[config.mk]
export PLATFORM = sky130hd
export DESIGN_NAME = uop_loop_seq
export DESIGN_NICKNAME = d
export VERILOG_FILES = /design/src/rtl/uop_seq_pkg.sv /design/src/rtl/uop_ram.sv /design/src/rtl/uop_offset_track.sv /design/src/rtl/uop_loop_seq.sv
export SDC_FILE = /design/constraint.sdc
export NUM_CORES = 2
export LEC_CHECK = 0
export ABC_AREA = 1
export BUFFER_PORTS_ARGS = -buffer_cell sky130_fd_sc_hd__buf_2
export CAP_MARGIN = 20
export CORE_MARGIN = 5
export CORE_UTILIZATION = 63
export DETAILED_ROUTE_END_ITERATION = 12
export GPL_TIMING_DRIVEN = 0
export PLACE_DENSITY = 0.77
export REMOVE_ABC_BUFFERS = 1
export SLEW_MARGIN = 20
export SYNTH_ARGS = -nofsm -noshare
export SYNTH_HDL_FRONTEND = slang
export SYNTH_SLANG_ARGS = --single-unit
[constraint.sdc]
create_clock -name clk -period 6 [get_ports clk]
set_clock_uncertainty 0.05 [all_clocks]
set_input_delay 0.9 -clock clk [delete_from_list [all_inputs] [get_ports clk]]
set_output_delay 0.9 -clock clk [all_outputs]
set_load 0.03 [all_outputs]
[src/rtl/uop_seq_pkg.sv]
package uop_seq_pkg;

    typedef enum logic [1:0] {
        S_IDLE  = 2'd0,
        S_FETCH = 2'd1,
        S_EMIT  = 2'd2,
        S_DONE  = 2'd3
    } seq_state_t;

    // lane order inside the micro-op word: destination, source, weight
    localparam int NUM_LANES = 3;

endpackage

[src/rtl/uop_ram.sv]
module uop_ram #(
    parameter int DEPTH  = 64,
    parameter int WORD_W = 33,
    localparam int AW    = $clog2(DEPTH)
) (
    input  logic              clk,
    input  logic              we,
    input  logic [AW-1:0]     waddr,
    input  logic [WORD_W-1:0] wdata,
    input  logic              re,
    input  logic [AW-1:0]     raddr,
    output logic [WORD_W-1:0] rdata
);

    logic [WORD_W-1:0] mem [DEPTH];

    always_ff @(posedge clk) begin
        if (we) begin
            mem[waddr] <= wdata;
        end
        if (re) begin
            rdata <= mem[raddr];
        end
    end

endmodule

[src/rtl/uop_offset_track.sv]
module uop_offset_track #(
    parameter int IDX_W = 11
) (
    input  logic             clk,
    input  logic             rst_n,
    input  logic             clr,
    input  logic             step_in,
    input  logic             step_out,
    input  logic [IDX_W-1:0] fac_in,
    input  logic [IDX_W-1:0] fac_out,
    output logic [IDX_W-1:0] off_inner
);

    logic [IDX_W-1:0] off_outer;

    always_ff @(posedge clk) begin
        if (!rst_n || clr) begin
            off_outer <= '0;
            off_inner <= '0;
        end else if (step_out) begin
            // new outer iteration: inner restarts from the advanced outer offset
            off_outer <= off_outer + fac_out;
            off_inner <= off_outer + fac_out;
        end else if (step_in) begin
            off_inner <= off_inner + fac_in;
        end
    end

endmodule

[src/rtl/uop_loop_seq.sv]
module uop_loop_seq
    import uop_seq_pkg::*;
#(
    parameter int IDX_W     = 11,
    parameter int ITER_W    = 8,
    parameter int UOP_DEPTH = 64,
    localparam int AW       = $clog2(UOP_DEPTH),
    localparam int WORD_W   = NUM_LANES * IDX_W
) (
    input  logic              clk,
    input  logic              rst_n,
    input  logic              uop_we,
    input  logic [AW-1:0]     uop_waddr,
    input  logic [WORD_W-1:0] uop_wdata,
    input  logic              start,
    input  logic [ITER_W-1:0] iter_outer,
    input  logic [ITER_W-1:0] iter_inner,
    input  logic [AW-1:0]     uop_first,
    input  logic [AW:0]       uop_last_excl,
    input  logic [IDX_W-1:0]  dst_step_outer,
    input  logic [IDX_W-1:0]  dst_step_inner,
    input  logic [IDX_W-1:0]  src_step_outer,
    input  logic [IDX_W-1:0]  src_step_inner,
    input  logic [IDX_W-1:0]  wgt_step_outer,
    input  logic [IDX_W-1:0]  wgt_step_inner,
    input  logic              clear_acc,
    output logic              trip_valid,
    input  logic              trip_ready,
    output logic [IDX_W-1:0]  trip_dst,
    output logic [IDX_W-1:0]  trip_src,
    output logic [IDX_W-1:0]  trip_wgt,
    output logic              trip_clear,
    output logic              done,
    output logic              busy
);

    seq_state_t state, state_nxt;

    // latched instruction
    logic [ITER_W-1:0] n_out_q, n_in_q;
    logic [AW-1:0]     first_q;
    logic [AW:0]       end_q;
    logic              clear_q;
    logic [IDX_W-1:0]  fac_in_q  [NUM_LANES];
    logic [IDX_W-1:0]  fac_out_q [NUM_LANES];

    // loop counters
    logic [AW-1:0]     upc;
    logic [ITER_W-1:0] cnt_in, cnt_out;

    logic empty_insn, launch, accept;
    logic last_u, last_in, last_out;
    logic step_in, step_out;

    logic [WORD_W-1:0] uop_word;
    logic [IDX_W-1:0]  off_in [NUM_LANES];
    logic [IDX_W-1:0]  idx_out [NUM_LANES];

    // ---------------- control terms ----------------
    always_comb begin
        empty_insn = (iter_outer == '0) || (iter_inner == '0) ||
                     ({1'b0, uop_first} >= uop_last_excl);
        launch     = (state == S_IDLE) && start && !empty_insn;
        accept     = (state == S_EMIT) && trip_ready;
        last_u     = ({1'b0, upc} + 1'b1) == end_q;
        last_in    = ({1'b0, cnt_in} + 1'b1) == {1'b0, n_in_q};
        last_out   = ({1'b0, cnt_out} + 1'b1) == {1'b0, n_out_q};
        step_in    = accept && last_u && !last_in;
        step_out   = accept && last_u && last_in && !last_out;
    end

    // ---------------- state register ----------------
    always_ff @(posedge clk) begin
        if (!rst_n) begin
            state <= S_IDLE;
        end else begin
            state <= state_nxt;
        end
    end

    // ---------------- next state ----------------
    always_comb begin
        state_nxt = state;
        unique case (state)
            S_IDLE: begin
                if (start) begin
                    state_nxt = empty_insn ? S_DONE : S_FETCH;
                end
            end
            S_FETCH: state_nxt = S_EMIT;
            S_EMIT: begin
                if (accept) begin
                    state_nxt = (last_u && last_in && last_out) ? S_DONE : S_FETCH;
                end
            end
            S_DONE:  state_nxt = S_IDLE;
            default: state_nxt = S_IDLE;
        endcase
    end

    // ---------------- outputs ----------------
    always_comb begin
        trip_valid = 1'b0;
        done       = 1'b0;
        busy       = 1'b1;
        unique case (state)
            S_IDLE:  busy       = 1'b0;
            S_FETCH: ;
            S_EMIT:  trip_valid = 1'b1;
            S_DONE:  done       = 1'b1;
            default: busy       = 1'b0;
        endcase
    end

    assign trip_clear = clear_q;
    assign trip_dst   = idx_out[0];
    assign trip_src   = idx_out[1];
    assign trip_wgt   = idx_out[2];

    // ---------------- instruction latch and counters ----------------
    always_ff @(posedge clk) begin
        if (!rst_n) begin
            n_out_q <= '0;
            n_in_q  <= '0;
            first_q <= '0;
            end_q   <= '0;
            clear_q <= 1'b0;
            upc     <= '0;
            cnt_in  <= '0;
            cnt_out <= '0;
        end else if (launch) begin
            n_out_q <= iter_outer;
            n_in_q  <= iter_inner;
            first_q <= uop_first;
            end_q   <= uop_last_excl;
            clear_q <= clear_acc;
            upc     <= uop_first;
            cnt_in  <= '0;
            cnt_out <= '0;
        end else if (accept) begin
            if (!last_u) begin
                upc <= upc + 1'b1;
            end else begin
                upc <= first_q;
                if (!last_in) begin
                    cnt_in <= cnt_in + 1'b1;
                end else begin
                    cnt_in  <= '0;
                    cnt_out <= cnt_out + 1'b1;
                end
            end
        end
    end

    // ---------------- per-lane factor latch ----------------
    logic [IDX_W-1:0] fac_in_d  [NUM_LANES];
    logic [IDX_W-1:0] fac_out_d [NUM_LANES];

    always_comb begin
        fac_in_d[0]  = dst_step_inner;
        fac_in_d[1]  = src_step_inner;
        fac_in_d[2]  = wgt_step_inner;
        fac_out_d[0] = dst_step_outer;
        fac_out_d[1] = src_step_outer;
        fac_out_d[2] = wgt_step_outer;
    end

    // ---------------- micro-op memory ----------------
    uop_ram #(
        .DEPTH  (UOP_DEPTH),
        .WORD_W (WORD_W)
    ) u_ram (
        .clk   (clk),
        .we    (uop_we),
        .waddr (uop_waddr),
        .wdata (uop_wdata),
        .re    (state == S_FETCH),
        .raddr (upc),
        .rdata (uop_word)
    );

    // ---------------- per-lane offset and index ----------------
    for (genvar g = 0; g < NUM_LANES; g++) begin : g_lane
        always_ff @(posedge clk) begin
            if (!rst_n) begin
                fac_in_q[g]  <= '0;
                fac_out_q[g] <= '0;
            end else if (launch) begin
                fac_in_q[g]  <= fac_in_d[g];
                fac_out_q[g] <= fac_out_d[g];
            end
        end

        uop_offset_track #(
            .IDX_W (IDX_W)
        ) u_off (
            .clk       (clk),
            .rst_n     (rst_n),
            .clr       (launch),
            .step_in   (step_in),
            .step_out  (step_out),
            .fac_in    (fac_in_q[g]),
            .fac_out   (fac_out_q[g]),
            .off_inner (off_in[g])
        );

        assign idx_out[g] = uop_word[g*IDX_W +: IDX_W] + off_in[g];
    end

endmodule

==> out/metrics.csv <==
stage;metric;value;unit
power;power.total;0.0374;W
clocking;cts_root_buf;clkbuf_16;
drt;drt_iter0_markers;10700;
drt;top_layer;met5;
floorplan;die_x;400;um
synthesis;synth_edf_count;2211;
cells_and_area;nFillCells;9282;
grt;grt_pass1_wl;398000;um
synthesis;synth_top_cell_by_area;edfxtp_1;
timing;maxSlewHeadroom;25.3;%
grt;grt_overflow;0;
clocking;numCtsBuffers;218;
critical_path;crit_required;6.47;ns
timing;max_freq;173;MHz
drt;drtPass1Iterations;12;
floorplan;rows;143;
synthesis;netlist_instances;7976;
grt;antenna_found_initial;17;
timing;setup_viol;0;
synthesis;synthArstFlopShare;0;%
cells_and_area;fin_nets;8292;
placed_design;place_ws;0.571;ns
critical_path;ff2ff_setup_slack;0.20;ns
drt;viasPerCell;6.62;
drt;via_count;67800;
synthesis;synth_common_cells;edfxtp_1, nor2_1, o21ai_0;
power;ir_drop;0.000344;V
cells_and_area;drive_gt1_share;9.12;%
drt;met1_length;94600;um
floorplan;die_h;400;um
cells_and_area;fin_area;0.109;mm^2
drt;routed-wl-met3;34200;um
clocking;clock_path_buffers;3;
synthesis;yosys.area_share.simple;10.1;%
clocking;post_cts_resized;0;
timing;hold_viol_final;0;
critical_path;cp_data_arrival_time;6.27;ns
synthesis;yosys_register_bits;2331;
power;p_leak;37.1;nW
grt;grt_use_total;33.4;%
placed_design;dpl_cell_area;0.102;mm^2
cells_and_area;syn_to_final_growth;13.6;%
synthesis;syn_area_per_cell;12.0;um^2
synthesis;synth_adder_area_share;1.48;%
timing;min_period;5.80;ns
synthesis;synthMuxAreaShare;0;%
synthesis;syn_area;0.0959;mm^2
timing;fin_crit_sh;96.6;%
cells_and_area;finalCoreUtilization;71.9;%
synthesis;ys_seq_area_share;71.7;%
floorplan;die_area;0.160;mm^2
drt;wl_met2;127000;um
clocking;htree_num_levels;4;
floorplan;floorplan.initialDensity;63.3;%
drt;ant_nets;0;
critical_path;r2r_cells;14;
synthesis;netlist.area_leader.share;69.2;%
timing;slew_viol_final;0;
clocking;clkLatencyLatePin;0.87;ns
drt;drcViolationCount;0;
hold_path;hold_depth;3;
hold_path;hp-class;input port to flop;
synthesis;synthFlopType;edfxtp_1;
clocking;postCtsHoldBufs;0;
placed_design;port_buffers;176;
grt;grt_pass1_vias;65200;
timing;rsz0062_at_grt;false;
critical_path;start_kind;flop;
floorplan;ioPinCount;177;
synthesis;synth_cell_types;48;
clocking;cts.sinks;2331;
floorplan;coreArea;0.152;mm^2
synthesis;synth_compound_area_share;12.5;%
run_status;status;complete, no violations;
run;cap_violations;0;
synthesis;synth_most_common_cell;edfxtp_1;
synthesis;synth_xor_area_share;0.786;%
drt;wl_per_cell;26.6;um
clocking;cts_tree;built;
critical_path;critPathMaxFanout;137;
drt;wl;273000;um
critical_path;crit_path_end_kind;flop;
clocking;post_cts_buffers;0;
synthesis;synth_area_leaders;edfxtp_1, o21ai_0, nor2_1, o22ai_1, dfxtp_1;
placed_design;dpl.hpwl;157000;um
synthesis;synth_top_family_by_area;compound AO/OA/AOI/OAI gates;
grt;grt_max_degree;138;
clocking;path_clk_slew;0.06;ns
power;power_density;344;mW/mm^2
critical_path;setup.worst_path.class;flop to flop;
timing;worst-slew-pin-transition;1.11;ns
timing;fin_ws;0.204;ns
synthesis;yosysWarnings;0;
placed_design;routabilityCongestion;0.874;
-- per-stage QoR --
step | hold WS (ns) | cells | TNS, ns
final | 0.288 | 10300 | 0
after global placement | 0.385 | 9677 | -6473.97
after floorplan | 0.379 | 7471 | -2765.71
after global routing | 0.280 | 10300 | 0
after CTS | 0.246 | 10200 | 0
after detailed placement | 0.406 | 9853 | 0
-- critical path, cell delays in order (launching register included) --
cell and delay (ns):
dfxtp_4 0.53, buf_12 0.29, buf_12 0.22, buf_12 0.20, buf_16 0.23, inv_8 0.37, buf_16 0.46, buf_16 0.42
buf_16 0.43, o21ai_0 0.18, o22ai_1 0.18, o21ai_0 0.12, o22ai_1 0.51, nor2_1 0.12, o21ai_0 0.70
-- per-layer routing --
layer	vias up	GRT usage, %
li1	29100	-
met1	32500	43.7
met2	5114	52.7
met3	1029	7.42
met4	12	18.4
met5	-	0
-- logic make-up after synthesis --
logic type,Yosys count
buffers and inverters,807
XOR/XNOR,86
adder cells (fa/ha/maj),108
flip-flops,2331
AO/OA/AOI/OAI,2211
AND/OR/NAND/NOR,2433
-- path summary, 6_finish.rpt --
| check | startpoint | to |
|---|---|---|
| hold reg to reg | g_lane[0].u_off.off_outer[6] | g_lane[0].u_off.off_outer[6] |
| setup / recovery | upc[0] | u_ram.rdata[25] |
| hold / removal | iter_outer[5] | n_out_q[5] |
| setup reg to reg | upc[0] | u_ram.rdata[25] |
-- state kept, by name (all words and copies together) (netlist names) --
name	cells
fac_in_q	33
cnt_out	8
n_in_q	8
state	2
g_lane.u_off.off_inner	33
n_out_q	8
fac_out_q	33
g_lane.u_off.off_outer	33
upc	6
cnt_in	8
first_q	6
trip_clear	1
u_ram.mem	2112
end_q	7
u_ram.rdata	33
-- cells in the final DEF, fill, tap and decap left out, types with 7 or more instances in the layout --
master / count
bufinv_16: 13
a21oi_1: 154
edfxtp_1: 2211
nor3_1: 21
o21ai_1: 19
nand2_1: 616
fa_1: 9
o21ai_0: 1352
clkbuf_1: 47
dfxtp_1: 114
clkbuf_16: 221
xor2_1: 60
or2_0: 7
buf_2: 152
clkinv_2: 33
nor2_1: 1433
buf_4: 24
ha_1: 99
o21bai_1: 10
nand3_1: 231
o22ai_1: 632
inv_1: 291
xnor2_1: 26
nand4_1: 29
buf_12: 68
nor2_4: 67
o211ai_1: 21
clkinv_1: 58
diode_2: 8
buf_16: 104
-- final cells by class --
cell class                 instances  area (um^2)  area share, %
clock inverter                   121         1020          0.934
clock buffer                     272         5760           5.29
inverter                         302         1170           1.07
multi-input combinational       4838        24400           22.4
sequential                      2331        68800           63.2
timing repair buffer             353         5240           4.81
antenna                            8         20.0         0.0184
tap                             2030         2540           2.33
-- power by group --
group,internal (W),switching [W]
Sequential,0.0181,0.000209
Clock,0.00733,0.00595
Combinational,0.00164,0.00422
Power figures use the tool's default switching activity.
